$ cat src/rtl/lineDrawPkg.sv
package lineDrawPkg;

  typedef enum logic [2:0] {
    ST_START,
    ST_PRIME,
    ST_RUN_DEC,
    ST_RUN_INC,
    ST_DONE
  } drawState_t;

  // Strobes from control to datapath
  typedef struct packed {
    logic loadEnds;  // capture endpoints and folding choices
    logic prime;     // clear core offsets, seed decision term
    logic step;      // advance one pixel along the major axis
  } drawStrobe_t;

endpackage

$ cat src/rtl/lineUnfold.sv
module lineUnfold #(
  parameter int COORD_W = 12
) (
  input  logic [COORD_W-1:0] base,
  input  logic [COORD_W-1:0] offset,
  input  logic               negate,
  output logic [COORD_W-1:0] coord
);

  // Place a positive core offset back on the original side of the start point
  always_comb begin
    coord = negate ? (base - offset) : (base + offset);
  end

endmodule

$ cat src/rtl/lineDatapath.sv
module lineDatapath
  import lineDrawPkg::*;
#(
  parameter int COORD_W = 12
) (
  input  logic               clk,
  input  logic               rstN,
  input  drawStrobe_t        strobe,
  input  logic [COORD_W-1:0] x0,
  input  logic [COORD_W-1:0] y0,
  input  logic [COORD_W-1:0] x1,
  input  logic [COORD_W-1:0] y1,
  output logic [COORD_W-1:0] xOut,
  output logic [COORD_W-1:0] yOut,
  output logic               atEnd
);

  localparam int DIF_W = COORD_W + 3;
  localparam int PAD_W = DIF_W - COORD_W;
  localparam int AXES  = 2;

  // Input fold: absolute deltas, direction flags, axis swap
  logic               negXIn, negYIn, swapIn;
  logic [COORD_W-1:0] adx, ady, majIn, minIn;

  always_comb begin
    negXIn = (x1 < x0);
    negYIn = (y1 < y0);
    adx    = negXIn ? (x0 - x1) : (x1 - x0);
    ady    = negYIn ? (y0 - y1) : (y1 - y0);
    swapIn = (ady > adx);
    majIn  = swapIn ? ady : adx;
    minIn  = swapIn ? adx : ady;
  end

  // Captured line description
  logic [COORD_W-1:0] baseX, baseY, majLen, minLen;
  logic               negX, negY, swapAxes;

  always_ff @(posedge clk) begin
    if (!rstN) begin
      baseX    <= '0;
      baseY    <= '0;
      majLen   <= '0;
      minLen   <= '0;
      negX     <= 1'b0;
      negY     <= 1'b0;
      swapAxes <= 1'b0;
    end else if (strobe.loadEnds) begin
      baseX    <= x0;
      baseY    <= y0;
      majLen   <= majIn;
      minLen   <= minIn;
      negX     <= negXIn;
      negY     <= negYIn;
      swapAxes <= swapIn;
    end
  end

  // First-octant core
  logic signed [DIF_W-1:0] minS, majS, seedDif, addFlat, addDiag, dif;
  logic [COORD_W-1:0]      xCore, yCore;
  logic                    difPos;

  always_comb begin
    minS    = $signed({{PAD_W{1'b0}}, minLen});
    majS    = $signed({{PAD_W{1'b0}}, majLen});
    seedDif = (minS <<< 1) - majS;
    addFlat = (minS <<< 1);
    addDiag = (minS <<< 1) - (majS <<< 1);
    difPos  = !dif[DIF_W-1] && (dif != '0);
  end

  always_ff @(posedge clk) begin
    if (!rstN) begin
      xCore <= '0;
      yCore <= '0;
      dif   <= '0;
    end else if (strobe.prime) begin
      xCore <= '0;
      yCore <= '0;
      dif   <= seedDif;
    end else if (strobe.step) begin
      xCore <= xCore + 1'b1;
      if (difPos) begin
        yCore <= yCore + 1'b1;
        dif   <= dif + addDiag;
      end else begin
        dif   <= dif + addFlat;
      end
    end
  end

  assign atEnd = (xCore == majLen);

  // Output unfold, one lane per screen axis
  logic [AXES-1:0][COORD_W-1:0] baseArr, offArr, coordArr;
  logic [AXES-1:0]              negArr;

  always_comb begin
    baseArr[0] = baseX;
    baseArr[1] = baseY;
    offArr[0]  = swapAxes ? yCore : xCore;
    offArr[1]  = swapAxes ? xCore : yCore;
    negArr[0]  = negX;
    negArr[1]  = negY;
  end

  for (genvar a = 0; a < AXES; a++) begin : g_axis
    lineUnfold #(.COORD_W(COORD_W)) i_unfold (
      .base  (baseArr[a]),
      .offset(offArr[a]),
      .negate(negArr[a]),
      .coord (coordArr[a])
    );
  end

  assign xOut = coordArr[0];
  assign yOut = coordArr[1];

  // the major offset advances by exactly one per step
  p_major_step_r5: assert property (@(posedge clk) disable iff (!rstN)
    strobe.step |=> xCore == $past(xCore) + 1'b1);

  // the minor offset advances by zero or one per step
  p_minor_step_r5: assert property (@(posedge clk) disable iff (!rstN)
    strobe.step |=> (yCore == $past(yCore)) || (yCore == $past(yCore) + 1'b1));

  // no step past the end, minor offset never beyond its delta
  p_step_bound_r4: assert property (@(posedge clk) disable iff (!rstN)
    strobe.step |-> (xCore < majLen) && (yCore <= minLen));

endmodule

$ cat src/rtl/lineControl.sv
module lineControl
  import lineDrawPkg::*;
(
  input  logic        clk,
  input  logic        rstN,
  input  logic        start,
  input  logic        atEnd,
  output drawStrobe_t strobe,
  output logic        ready,
  output logic        pixValid,
  output logic        lineDone
);

  drawState_t state, stateNxt;

  always_comb begin
    stateNxt = state;
    strobe   = '0;
    pixValid = 1'b0;
    lineDone = 1'b0;
    ready    = 1'b0;
    unique case (state)
      ST_START: begin
        ready = 1'b1;
        if (start) begin
          strobe.loadEnds = 1'b1;
          stateNxt        = ST_PRIME;
        end
      end
      ST_PRIME: begin
        strobe.prime = 1'b1;
        stateNxt     = ST_RUN_DEC;
      end
      ST_RUN_DEC: begin
        pixValid = 1'b1;
        stateNxt = atEnd ? ST_DONE : ST_RUN_INC;
      end
      ST_RUN_INC: begin
        strobe.step = 1'b1;
        stateNxt    = ST_RUN_DEC;
      end
      ST_DONE: begin
        lineDone = 1'b1;
        stateNxt = ST_START;
      end
      default: stateNxt = ST_START;
    endcase
  end

  always_ff @(posedge clk) begin
    if (!rstN) state <= ST_START;
    else       state <= stateNxt;
  end

  // idle shows no pixel and no completion
  p_idle_quiet_r1: assert property (@(posedge clk) disable iff (!rstN)
    ready |-> !pixValid && !lineDone);

  // an accepted request takes ready down in the next cycle
  p_accept_busy_r2: assert property (@(posedge clk) disable iff (!rstN)
    start && ready |=> !ready);

  // pixels never come in back-to-back cycles
  p_pixel_gap_r3: assert property (@(posedge clk) disable iff (!rstN)
    pixValid |=> !pixValid);

  // completion is a single pulse followed by idle
  p_done_idle_r7: assert property (@(posedge clk) disable iff (!rstN)
    lineDone |=> ready && !lineDone);

  // the completion pulse directly follows a pixel
  p_done_after_pixel_r7: assert property (@(posedge clk) disable iff (!rstN)
    pixValid && atEnd |=> lineDone);

endmodule

$ cat src/rtl/lineDrawer.sv
module lineDrawer
  import lineDrawPkg::*;
#(
  parameter int COORD_W = 12
) (
  input  logic               clk,
  input  logic               rstN,
  input  logic               start,
  input  logic [COORD_W-1:0] x0,
  input  logic [COORD_W-1:0] y0,
  input  logic [COORD_W-1:0] x1,
  input  logic [COORD_W-1:0] y1,
  output logic               ready,
  output logic [COORD_W-1:0] xOut,
  output logic [COORD_W-1:0] yOut,
  output logic               pixValid,
  output logic               lineDone
);

  drawStrobe_t strobe;
  logic        atEnd;

  lineControl i_control (
    .clk     (clk),
    .rstN    (rstN),
    .start   (start),
    .atEnd   (atEnd),
    .strobe  (strobe),
    .ready   (ready),
    .pixValid(pixValid),
    .lineDone(lineDone)
  );

  lineDatapath #(.COORD_W(COORD_W)) i_datapath (
    .clk   (clk),
    .rstN  (rstN),
    .strobe(strobe),
    .x0    (x0),
    .y0    (y0),
    .x1    (x1),
    .y1    (y1),
    .xOut  (xOut),
    .yOut  (yOut),
    .atEnd (atEnd)
  );

endmodule

$ cat config.mk
export PLATFORM = sky130hd
export DESIGN_NAME = lineDrawer
export DESIGN_NICKNAME = d
export VERILOG_FILES = /design/src/rtl/lineDrawPkg.sv /design/src/rtl/lineUnfold.sv /design/src/rtl/lineDatapath.sv /design/src/rtl/lineControl.sv /design/src/rtl/lineDrawer.sv
export SDC_FILE = /design/constraint.sdc
export NUM_CORES = 1
export LEC_CHECK = 0
export CAP_MARGIN = 10
export CELL_PAD_IN_SITES_DETAIL_PLACEMENT = 0
export CELL_PAD_IN_SITES_GLOBAL_PLACEMENT = 1
export CORE_MARGIN = 5
export CORE_UTILIZATION = 41
export DETAILED_ROUTE_END_ITERATION = 7
export MAX_ROUTING_LAYER = met4
export PLACE_DENSITY = 0.85
export RECOVER_POWER = 50
export SLEW_MARGIN = 40
export SYNTH_ARGS = -nofsm -noshare
export SYNTH_HDL_FRONTEND = slang
export SYNTH_HIERARCHICAL = 1
export SYNTH_SLANG_ARGS = --single-unit
$ cat constraint.sdc
create_clock -name clk -period 4.5 [get_ports clk]
set_input_delay 0.45 -clock clk [delete_from_list [all_inputs] [get_ports clk]]
set_output_delay 0.45 -clock clk [all_outputs]
set_load 0.03 [all_outputs]
==> Word-level counts from Yosys, hierarchy flattened <==
Index checks and enable logic that the tools add are counted.
{ "word_totals": {"mem_bits_rw": 0, "latch_bits": 0, "n_memories": 0, "reg_bits": 93, "wordCells": 64, "output_inout_bits": 27, "mem_bits_ro": 0, "inputBits": 51} }
{ "classes": {"bitwise": 1, "n_mux": 21, "n_reduce_logical": 8, "div_mod_pow": 0, "add_sub_neg": 14, "n_mul": 0, "magnitude_cmp": 3, "eq_ne": 6, "n_shift": 0} }
{ "ops": {"columns": ["operator", "count"], "rows": [
  ["two-way mux 12 bit", 8],
  ["subtractor 12 bit", 6],
  ["two-way mux 15 bit", 3],
  ["adder 12 x 1 -> 12 bit, second input constant", 2],
  ["adder 12 bit", 2],
  ["< comparator 12 bit", 2],
  ["adder 15 x 14 -> 15 bit", 1],
  ["adder 15 bit", 1],
  ["nonzero test 15 bit", 1],
  ["subtractor 13 x 12 -> 14 bit", 1],
  ["subtractor 13 x 13 -> 14 bit", 1],
  ["== test 12 bit", 1],
  ["greater-than comparator 12 bit", 1],
  ["case mux 3 bit (3 select lines)", 1],
  ["two-way mux 1 bit", 7],
  ["== test 3 x 2 -> 1 bit, second input constant", 2],
  ["two-way mux 3 bit", 2],
  ["OR reduction 2 bit", 2],
  ["== test 3 x 1 -> 1 bit, second input constant", 1],
  ["== test 3 bit, second input constant", 1],
  ["zero test 3 bit", 1],
  ["!= test 2 bit, second input constant", 1],
  ["AND reduction 2 bit", 1],
  ["nonzero test 2 bit", 1],
  ["other kinds (3)", 3]
]} }

==> Longest topological paths before layout <==
Gate-level depths: netlist of run 1.
{ "depth": {"word_depth": 5, "mapped_depth": 22} }

==> Modules after synthesis <==
Netlist of run 1, hierarchy kept.
{ "by_module_without_submodules": {"columns": ["module", "seq_area_each_um2", "cells_each", "instances", "area_each_um2"], "rows": [
  ["lineDatapath", 1801.7, 1022, 1, 8160.3],
  ["lineUnfold", 0.0, 99, 2, 728.2],
  ["lineControl", 60.1, 16, 1, 145.1]
]} }

==> Worst setup path after synthesis of run 1 <==
No wires, ideal clock.
{ "synth_timing": {"path_type": "input to register", "startpoint": "input y1[0]", "endpoint": "register i_datapath.majLen[1]", "path_stages": 21, "slack_ns": 0.245, "required_time_ns": 4.435, "arrival_ns": 4.190, "path_cell_list": "inv_1 -> ha_1 -> inv_1 -> fa_1 -> a211oi_2 -> o21ai_1 -> a41o_1 -> o41a_1 -> buf_6 -> mux2i_1 -> xnor2_1 -> ha_1 -> a21o_1 -> a21o_1 -> a21oi_1 -> nand2_1 -> o21ai_0 -> clkbuf_1 -> mux2i_1 -> mux2i_1 -> nor2_1"} }
{ "synth_between": {"elab_chain_len": 4, "elab_cells_between_ends": 6, "classes_between": "2 x add/sub; 2 x order compare; 2 x mux"} }
{ "synth_rtl": {"columns": ["item", "line", "text"], "rows": [
  ["start, declared", "lineDrawer.sv:12", "input logic [COORD_W-1:0] y1,"],
  ["subtractor 12 bit or < comparator 12 bit (tied branches)", "lineDatapath.sv:30, lineDatapath.sv:28", null],
  ["two-way mux 12 bit *", "lineDatapath.sv:30", "ady = negYIn ? (y0 - y1) : (y1 - y0);"],
  ["greater-than comparator 12 bit", "lineDatapath.sv:31", "swapIn = (ady > adx);"],
  ["two-way mux 12 bit *", "lineDatapath.sv:32", "majIn = swapIn ? ady : adx;"],
  ["end signal, assigned", "lineDatapath.sv:52", "majLen <= majIn;"],
  ["end, declared", "lineDatapath.sv:37", "logic [COORD_W-1:0] baseX, baseY, majLen, minLen;"]
]} }
Mark *: on every way between the ends. The rest lies on a longest branch, timed or not.
A chain may end at the register's enable or synchronous reset.

==> Worst setup path in the final report of run 1 <==
{ "layout_timing": {"startpoint": "input x0[1]", "endpoint": "register i_datapath.minLen[8]"} }
{ "layout_between": {"elab_chain_len": 4, "elab_cells_between_ends": 6, "classes_between": "2 x add/sub; 2 x order compare; 2 x mux"} }
{ "layout_rtl": {"columns": ["item", "line", "text"], "rows": [
  ["start, declared", "lineDrawer.sv:9", "input logic [COORD_W-1:0] x0,"],
  ["subtractor 12 bit or < comparator 12 bit (tied branches)", "lineDatapath.sv:29, lineDatapath.sv:27", null],
  ["two-way mux 12 bit *", "lineDatapath.sv:29", "adx = negXIn ? (x0 - x1) : (x1 - x0);"],
  ["greater-than comparator 12 bit", "lineDatapath.sv:31", null],
  ["two-way mux 12 bit *", "lineDatapath.sv:33", "minIn = swapIn ? adx : ady;"],
  ["end signal, assigned", "lineDatapath.sv:53", "minLen <= minIn;"],
  ["end, declared", "lineDatapath.sv:37", null]
]} }
Marked as above.

==> results of run 1 <==
cell families after synthesis:
kind of cell	count (synthesis)	share of synthesized area [%]
AOI/OAI and AO/OA	302	20.6
xor gates and xnor gates	112	10.0
adders and majority gates	130	17.4
buffers and inverters	151	5.99
DFF	93	19.1
muxes	83	8.95
and+or+nand+nor	365	18.0
report_power, final:
group | switching [mW] | leakage, nW | internal (mW)
Clock | 0.369 | 0.138 | 0.398
Sequential | 0.160 | 0.761 | 0.961
Combinational | 2.41 | 4.50 | 2.23
final cells by class:
| type | count | area, um2 |
|---|---|---|
| Timing Repair Buffer | 194 | 1740 |
| Tap cell | 319 | 399 |
| Inverter | 109 | 412 |
| Sequential cell | 93 | 1870 |
| Clock inverter | 5 | 41.3 |
| Multi-Input combinational cell | 992 | 7480 |
| Fill cell | 2241 | 11300 |
| Clock buffer | 11 | 243 |
layer usage:
layer  GRT usage [%]  routed length [um]  up-vias
li1                -                   -     4704
met1            26.8               12800     4262
met2            33.5               12500      182
met3            2.33                 960       46
met4            5.64                 737        0
met5               -                   0        -
timing repair:
action                     4_1_cts  5_1_grt
setup endpoints to repair        7       30
cloned                           0        2
pin swaps                        4       24
buffers inserted                 5        6
gates resized for setup          9       41
hold buffers                     0        0
critical path, stage by stage:
cell,delay (ps)
clkdlybuf4s50_1,520
inv_1,90
fa_1,460
a211oi_2,250
nor2_2,90
o2111a_2,320
buf_4,140
o31a_1,270
o211ai_1,100
xor2_1,220
buf_4,160
inv_1,50
ha_1,320
nand4_1,200
nor3_2,270
a21oi_2,90
o21ai_2,80
buf_6,150
buf_4,110
buf_4,100
nand2_1,40
a32o_1,190
sequential cells by signal (all words and copies together) (netlist names):
name,cells
i_control/state,3
i_datapath/baseX,12
i_datapath/baseY,12
i_datapath/dif,15
i_datapath/majLen,12
i_datapath/minLen,12
i_datapath/negX,1
i_datapath/negY,1
i_datapath/swapAxes,1
i_datapath/xCore,12
i_datapath/yCore,12
worst max path at each step:
stage | cells past startpoint | endpoint
floorplan | 21 | i_datapath/majLen[1]
global placement | 21 | i_datapath/majLen[1]
detailed placement | 21 | i_datapath/majLen[1]
CTS | 12 | xOut[11]
global route | 21 | i_datapath/swapAxes
finish | 22 | i_datapath/minLen[8]
through the flow:
step                      util (%)  worst slack [ps]
after floorplan                  -               245
after global placement        49.2              -283
after detailed placement      49.3              -377
after CTS                     50.8              16.7
after global routing          51.9             -47.5
final                         51.9              70.3
cells in the final DEF (no fill, tap or decap), types with 26 or more instances in the layout:
cell             synthesis  final
nor2_1                 139    138
xnor2_1                 79     78
mux2i_1                 49     46
nand2_1                 62     60
a21o_1                  26     26
mux2_2                  34     31
clkdlybuf4s50_1          0     62
xor2_1                  33     33
buf_4                    0    112
ha_1                   121    117
a21oi_1                 84     79
nor3_1                  30     28
nand3_1                 26     26
o21ai_0                 53     51
inv_1                  106    106
dfxtp_1                 93     92
==> summary.md, run 1 <==
| Metric | Value |
|---|---|
| Peak supply drop | `0.400 mV` |
| Cells after Synth | `1,236` |
| Largest net degree at the start of global routing | `46` |
| Drt total wl | `27,100 um` |
| Post-synth EDFFs | `0` |
| Share of the yosys chip area belonging to registers | `a little under a fifth` |
| Critical path peak fanout | `7` |
| Worst-margin pin slew | `1380 ps` |
| Die span in y | `164 um` |
| Hold Startpoint | `i_datapath/baseX[0]` |
| Clk slew on worst S/H paths | `about 70 ps` |
| RR Startpoint | `i_datapath/minLen[1]` |
| Hold path cells | `2` |
| Non-filler cells, final | `1,723` |
| Via Count | `9,194` |
| H-Tree Depth | `3` |
| Ranking of synthesized cells by area | `dfxtp_1 (19%), ha_1 (16%), xnor2_1 (7.1%)` |
| Crit path from | `x0[1]` |
| Worst path arrival time | `4680 ps` |
| Top cells by count, synth | `nor2_1 (139), ha_1 (121), inv_1 (106), dfxtp_1 (93), a21oi_1 (84)` |
| Die X | `164 um` |
| Port Buf Inserts | `77` |
| NumNets Final | `1,580` |
| Highest Clock Rate | `0.226 GHz` |
| CTS Buf Count | `9` |
| Worst Path Class, Setup | `primary input to register` |
| Remaining DRCs | `0` |
| Initial Util | `about two fifths` |
| Clk root buf | `clkbuf_16` |
| Total negative slack | `0 ps` |
| Clk Latency, worst-skew pair | `360 ps` |
| Synth cell types | `74` |
| Design Area, Final | `12,200 um2` |
| Total core area | `23,500 um2` |
| Crit share post-route | `~100%` |
| Ys Warns | `6` |
| Tot Pwr | `~6.5 mW` |
| Post-synth top area cell | `dfxtp_1` |
| P_leak | `5.40 nW` |
| Avg Inst Size Synth | `between 7 and 8 um2` |
| Max-slew violation count | `0` |
| R2R cell count | `17` |
| Rel. slew slack | `7.94%` |
| Clock Sink Count | `93` |
| Grt total ovfl | `0` |
| Most frequent cell after synthesis | `nor2_1` |
| Layout cells sized above 1 | `16.2%` |
| Number of global-route vias before repair | `8,767` |
| Yosys reg bits | `93` |
| Hold/Removal Path Class | `register to register` |
| Worst Clk Skew | `11.8 ps` |
| Max_cap viols | `0` |
| Asr flop ratio synth | `0%` |
| Hold Slack | `496 ps` |
| CP Capture Type | `register` |
| Detailed placement HPWL | `about 21,000 um` |
| Min cycle time layout | `roughly 4400 ps` |
| Syn-to-layout area delta | `24.8%` |
| Row cnt | `56` |
| Cell Area, Placed | `11,600 um2` |
| GRT Util Overall | `20.4%` |
| Hold Path End | `i_datapath/baseX[0]` |
| Initial antenna violation count | `0` |
| TritonCTS clock tree | `yes` |
| Endpoints failing hold | `0` |
| Clk buf depth | `2` |
| Reg2Reg Capture Point | `i_datapath/dif[12]` |
| Reg2reg setup slack | `500 ps` |
| Main synth FF type | `dfxtp_1` |
| Initial DRC Count | `about 490` |
| Gpl congestion | `0.919` |
| Vias per cell | `approximately 5.3` |
| First-pass detailed-route iteration total | `4` |
| Post-detailed-route wirelength per cell | `15.7 um` |
| Post-Syn Area | `9760 um2` |
| Crit start category | `primary input` |
| Final setup viols | `0` |
| Ports | `78` |
| Yosys top cell area share | `19.1%` |
| First-pass GRT wire length | `43,600 um` |
| Final ANT Viol Nets | `0` |
| N_diodes | `0` |
| Status | `completed` |
| PD cells | `536 nW/um2` |
| CP required | `4750 ps` |
| Placed Cells incl. Taps | `between 1,500 and 2,000` |
| Die ar. | `27,000 um2` |
| Syn nets | `approximately 1,400` |
Note: power is estimated with default switching activity, not from simulation.
==> inputs of run 2 (changes only) <==
--- a/config.mk
+++ b/config.mk
@@ -9,8 +9,9 @@
 export CELL_PAD_IN_SITES_DETAIL_PLACEMENT = 0
 export CELL_PAD_IN_SITES_GLOBAL_PLACEMENT = 1
 export CORE_MARGIN = 5
-export CORE_UTILIZATION = 41
+export CORE_UTILIZATION = 45
 export DETAILED_ROUTE_END_ITERATION = 7
+export DONT_BUFFER_PORTS = 1
 export MAX_ROUTING_LAYER = met4
 export PLACE_DENSITY = 0.85
 export RECOVER_POWER = 50
==> summary.md, run 2 (synthesis results as in run 1) <==
| Metric | Value |
|---|---|
| Final Core Density | `50.2% (-1.7 points)` |
| Row cnt | `53 (-5.4%)` |
| Worst Slack Setup Final | `222 ps (+151 ps)` |
| Clk buf depth | `2 (unchanged)` |
| Via Count | `8,640 (-6.0%)` |
| Clk slew on worst S/H paths | `80 ps (about the same)` |
| H-Tree Depth | `3 (unchanged)` |
| Remaining DRCs | `0 (unchanged)` |
| First-pass detailed-route iteration total | `5 (+1)` |
| Port Buf Inserts | `0 (-100%)` |
| Die span in y | `157 um (-4.3%)` |
| Status | `completed` |
| Final setup viols | `0 (unchanged)` |
| Drt total wl | `25,400 um (-6.1%)` |
| Hold/Removal Path Class | `primary input to register` |
| Highest Clock Rate | `0.234 GHz (+3.5%)` |
| Hold path cells | `2 (unchanged)` |
| Worst Path Class, Setup | `register to output pin` |
| Initial DRC Count | `444 (-10%)` |
| Worst path arrival time | `3830 ps (-850 ps)` |
| Initial antenna violation count | `0 (unchanged)` |
| Hold Slack | `243 ps (-253 ps)` |
| Clk Latency, worst-skew pair | `360 ps (about the same)` |
| Hold Startpoint | `y0[6]` |
| Clk root buf | `clkbuf_16` |
| Crit start category | `register` |
| Final ANT Viol Nets | `0 (unchanged)` |
| Commonest non-fill, non-tap cell in the layout | `nor2_1` |
| Reg power frac | `18.6% (+1.4 points)` |
| Die ar. | `24,700 um2 (-8.4%)` |
| Ports | `78 (unchanged)` |
| Die X | `157 um (-4.3%)` |
| R2R cell count | `18 (+1)` |
| P_leak | `4.69 nW (-13%)` |
| Most flop-heavy register | `i_datapath/dif` |
| Rel. slew slack | `7.84% (-0.095 points)` |
| Max_cap viols | `0 (unchanged)` |
| Min cycle time layout | `4280 ps (-151 ps)` |
| Logic pwr share | `68.1% (-3.0 points)` |
| Most frequent cells in the layout | `nor2_1 (139), ha_1 (121), inv_1 (106), dfxtp_1 (92), a21oi_1 (84)` |
| Largest register FFs | `15 (unchanged)` |
| Detailed placement HPWL | `20,500 um (-4.1%)` |
| Largest net degree at the start of global routing | `46 (unchanged)` |
| Clock Power Share | `13.3% (+1.6 points)` |
| Switching portion of total power | `46.8% (+1.7 points)` |
| Layout cells sized above 1 | `10.2% (-6.0 points)` |
| Sw power | `2.81 mW (-4.3%)` |
| PD cells | `564 nW/um2 (+5.3%)` |
| First-pass GRT wire length | `41,500 um (-4.9%)` |
| N_diodes | `0 (unchanged)` |
| Initial Util | `46.0% (+4.4 points)` |
| Hold Path End | `i_datapath/baseY[6]` |
| CTS Buf Count | `9 (unchanged)` |
| Worst-margin pin slew | `1380 ps (+1.42 ps)` |
| Number of global-route vias before repair | `8,223 (-6.2%)` |
| RSZ-0062 raised after global routing | `no` |
| Gpl congestion | `0.936 (+1.8%)` |
| Cell Area, Placed | `10,400 um2 (-10%)` |
| TritonCTS clock tree | `yes` |
| Peak supply drop | `0.294 mV (-27%)` |
| Post-CTS Hold Fix Bufs | `0 (unchanged)` |
| Worst Clk Skew | `12.2 ps (+0.391 ps)` |
| P_int | `3.20 mW (-11%)` |
| Endpoints failing hold | `0 (unchanged)` |
| Vias per cell | `5.61 (+5.1%)` |
| CP required | `4050 ps (-700 ps)` |
| Reg2Reg Capture Point | `i_datapath/dif[12]` |
| Pre-CTS WS | `-44.9 ps (+333 ps)` |
| Grt total ovfl | `0 (unchanged)` |
| Total core area | `21,200 um2 (-9.6%)` |
| Reg2reg setup slack | `530 ps (+30 ps)` |
| GRT Util Overall | `21.2% (+0.76 points)` |
| Clock Sink Count | `93 (unchanged)` |
| Crit share post-route | `95.1% (-3.4 points)` |
| Critical path peak fanout | `8 (+1)` |
| NumNets Final | `1,441 (-8.8%)` |
| Syn-to-layout area delta | `9.15%` |
| RR Startpoint | `i_datapath/majLen[1]` |
| CP Capture Type | `output pin` |
| Design Area, Final | `10,700 um2 (-13%)` |
| Post-detailed-route wirelength per cell | `16.5 um (+5.1%)` |
| Max-slew violation count | `0 (unchanged)` |
-- run 2: changes by cell type in the layout (fill, tap and decap cells not counted), moves of 4 or more --
| cell | change |
|---|---|
| a21oi_1 | +5 |
| dlymetal6s2s_1 | -4 |
| ha_1 | +4 |
| dlygate4sd3_1 | -5 |
| a21oi_2 | -5 |
| clkdlybuf4s50_1 | -62 |
| buf_4 | -63 |
-- run 2: power by group through the flow --
stage	logic (mW)	registers [mW]	clock network, mW
final	4.09	1.12	0.801
after floorplan	3.16	1.07	0
after global routing	4.56	1.14	0.858
after global placement	4.02	1.14	0
after CTS	4.09	1.12	0.825
after detailed placement	4.05	1.14	0
-- run 2: per-stage QoR --
stage | setup TNS, ps | instances | power [mW]
finish | 0 | 1540 | 6.01
detailed placement | -159 | 1524 | 5.18
global route | 0 | 1540 | 6.56
CTS | 0 | 1540 | 6.03
global placement | 0 | 1524 | 5.16
floorplan | 0 | 1236 | 4.23
-- run 2: how the worst max path moves through the flow --
stage / start / end / cells past startpoint
2_1_floorplan: y1[0] / i_datapath/majLen[1] / 21
3_5_place_dp: y1[0] / i_datapath/majLen[10] / 20
3_3_place_gp: y1[0] / i_datapath/majLen[10] / 20
6_report: i_datapath/swapAxes / xOut[11] / 14
4_1_cts: i_datapath/swapAxes / xOut[11] / 12
5_1_grt: i_datapath/swapAxes / xOut[11] / 14
-- run 2: area by class of cell --
| class | count | area (um2) |
|---|---|---|
| clock buffer | 9 | 225 |
| multi-input combinational | 992 | 7310 |
| sequential | 93 | 1870 |
| clock inverter | 7 | 81.3 |
| timing repair buffer | 55 | 414 |
| inverter | 109 | 412 |
| fill | 2112 | 10600 |
| tap | 275 | 344 |
-- run 2: worst max-delay path, stage by stage, from the launching register on --
cell and delay [ps]:
dfxtp_4 420, mux2_2 430, inv_1 80, ha_1 160, nand2b_1 70, or4_1 450
nor2b_1 170, xnor2_1 150, ha_1 350, a211oi_1 240, o21bai_1 130, a21o_1 200
a221oi_2 290, xnor2_1 160, buf_4 190
-- run 2: routing by layer --
layer  up-vias  track usage [%]  share of wire, %
li1       4436                -                 -
met1      3983             28.2                47
met2       191             34.2                46
met3        30             2.45               4.1
met4         0             5.98               2.6
met5         -                -                 0
-- run 2: what timing repair did --
item | CTS | global route
resized for setup | 1 | 3
setup endpoints to repair | 1 | 2
setup buffers | 0 | 0
==> inputs of run 3 (changes only) <==
--- a/config.mk
+++ b/config.mk
@@ -15,6 +15,7 @@
 export MAX_ROUTING_LAYER = met4
 export PLACE_DENSITY = 0.85
 export RECOVER_POWER = 50
+export SETUP_SLACK_MARGIN = 0.02
 export SLEW_MARGIN = 40
 export SYNTH_ARGS = -nofsm -noshare
 export SYNTH_HDL_FRONTEND = slang
==> summary.md, run 3 (synthesis results as in run 1) <==
| Metric | Value |
|---|---|
| CP delay by family, top | `compound AO/OA/AOI/OAI gates` |
| Commonest non-fill, non-tap cell in the layout | `nor2_1` |
| P_leak | `4.70 nW (about the same)` |
| Metal3 WL | `1040 um (-1.3%)` |
| Hold Slack | `242 ps (-0.559 ps)` |
| Detailed placement HPWL | `20,500 um (unchanged)` |
| Most frequent cells in the layout | `nor2_1 (139), ha_1 (121), inv_1 (106), dfxtp_1 (92), a21oi_1 (84)` |
| CP required | `4050 ps (about the same)` |
| Critical Path, Cell by Cell | `mux2_2, inv_1, ha_1, nand2b_1, or4_1, nor2b_1, xnor2_1, ha_1, a211oi_2, o21bai_1, a21o_1, a221oi_2, xnor2_1, buf_4` |
| N_diodes | `0 (unchanged)` |
| Largest net degree at the start of global routing | `46 (unchanged)` |
| GRT Util Overall | `21.2% (unchanged)` |
| Final ANT Viol Nets | `0 (unchanged)` |
| Initial DRC Count | `416 (-6.3%)` |
| Hold/Removal Path Class | `primary input to register` |
| Min cycle time layout | `4270 ps (-9.60 ps)` |
| Remaining DRCs | `0 (unchanged)` |
| First-pass detailed-route iteration total | `4 (-1)` |
| Clk buf depth | `2 (unchanged)` |
| Total core area | `21,200 um2 (unchanged)` |
| CTS Buf Count | `9 (unchanged)` |
| Largest register FFs | `15 (unchanged)` |
| Drt total wl | `25,500 um (+0.40%)` |
| Crit start category | `register` |
| Worst path arrival time | `3820 ps (about the same)` |
| Vias per cell | `5.62 (+0.16%)` |
| Most flop-heavy register | `i_datapath/dif` |
| Worst Clk Skew | `11.3 ps (-0.852 ps)` |
| CP Capture Type | `output pin` |
| CP max-delay cell | `or4_1` |
| Initial Util | `46.0% (unchanged)` |
| Highest Clock Rate | `0.234 GHz (+0.23%)` |
| Design Area, Final | `10,700 um2 (about the same)` |
| Max-slew violation count | `0 (unchanged)` |
| Status | `completed` |
| Gpl congestion | `0.936 (unchanged)` |
| Critical path peak fanout | `8 (unchanged)` |
| First-pass GRT wire length | `41,500 um (unchanged)` |
| Total negative slack | `0 ps (unchanged)` |
| TritonCTS clock tree | `yes` |
| Max_cap viols | `0 (unchanged)` |
| Number of global-route vias before repair | `8,223 (unchanged)` |
| Post-detailed-route wirelength per cell | `16.6 um (+0.40%)` |
| Die ar. | `24,700 um2 (unchanged)` |
| Ports | `78 (unchanged)` |
| Met2 wire len | `11,700 um (+0.38%)` |
| Row cnt | `53 (unchanged)` |
| Clk Latency, worst-skew pair | `350 ps (about the same)` |
| RSZ-0062 raised after global routing | `no` |
| Crit share post-route | `94.9% (-0.21 points)` |
| Rel. slew slack | `6.56% (-1.3 points)` |
| Max incr delay on CP | `450 ps (about the same)` |
| Clk slew on worst S/H paths | `80 ps (about the same)` |
| Clock Sink Count | `93 (unchanged)` |
| Top layer in use | `met4` |
| Die span in y | `157 um (unchanged)` |
| Clk root buf | `clkbuf_16` |
| Worst-margin pin slew | `1400 ps (+19.3 ps)` |
| Grt total ovfl | `0 (unchanged)` |
| Initial antenna violation count | `0 (unchanged)` |
| M1 wire length | `12,100 um (+0.63%)` |
| NumNets Final | `1,441 (unchanged)` |
| Peak supply drop | `0.294 mV (+0.11%)` |
| Endpoints failing hold | `0 (unchanged)` |
| Layout cells sized above 1 | `10.2% (unchanged)` |
| Syn-to-layout area delta | `9.20% (about the same)` |
| Cell Area, Placed | `10,400 um2 (unchanged)` |
| H-Tree Depth | `3 (unchanged)` |
| Bufs and invs on worst path | `2 (unchanged)` |
| PD cells | `565 nW/um2 (about the same)` |
| Final Core Density | `50.2% (about the same)` |
| Port Buf Inserts | `0 (unchanged)` |
| Via Count | `8,654 (+0.16%)` |
| Worst Path Class, Setup | `register to output pin` |
| Final setup viols | `0 (unchanged)` |
| Die X | `157 um (unchanged)` |
run 3: cell counts in the layout (fill, tap and decap cells not counted):
No cell type changed its count.
run 3: layer usage:
metal | track usage, % | vias up
met5 | - | -
met4 | 5.98 | 0
met3 | 2.45 | 32
met2 | 34.2 | 182
met1 | 28.2 | 4006
li1 | - | 4434
run 3: per-stage QoR:
step / power (mW) / instances / setup slack, ps
after global routing: 6.56 / 1540 / 25.5
final: 6.02 / 1540 / 231
after detailed placement: 5.18 / 1524 / -44.9
after CTS: 6.03 / 1540 / 139
after global placement: 5.16 / 1524 / 34.5
after floorplan: 4.23 / 1236 / 245
run 3: timing repair:
item,CTS,global route
pin swaps,0,0
endpoints found under the setup margin,1,2
resized for setup,1,4
hold buffers,0,0
buffers inserted,0,0
run 3: where the power goes:
part	leakage [nW]	switching, mW	internal (mW)
combinational	3.79	2.26	1.84
clock	0.150	0.403	0.399
sequential	0.761	0.159	0.961
total	4.70	2.82	3.20
run 3: layout make-up:
cell class,instances,area [um2]
clock buffer,9,225
sequential,93,1870
inverter,109,412
multi-input combinational,992,7320
tap,275,344
fill,2111,10600
timing repair buffer,55,414
clock inverter,7,81.3
run 3: final timing paths:
check | from | endpoint | slack, ps | depth (start not counted)
worst min register to register | i_datapath/baseX[2] | i_datapath/baseX[2] | 510 | 2
worst min-delay path | start | i_control/state[0] | 240 | 2
worst max-delay path | i_datapath/swapAxes | xOut[11] | 230 | 14
worst max register to register | i_datapath/majLen[1] | i_datapath/dif[12] | 530 | 18
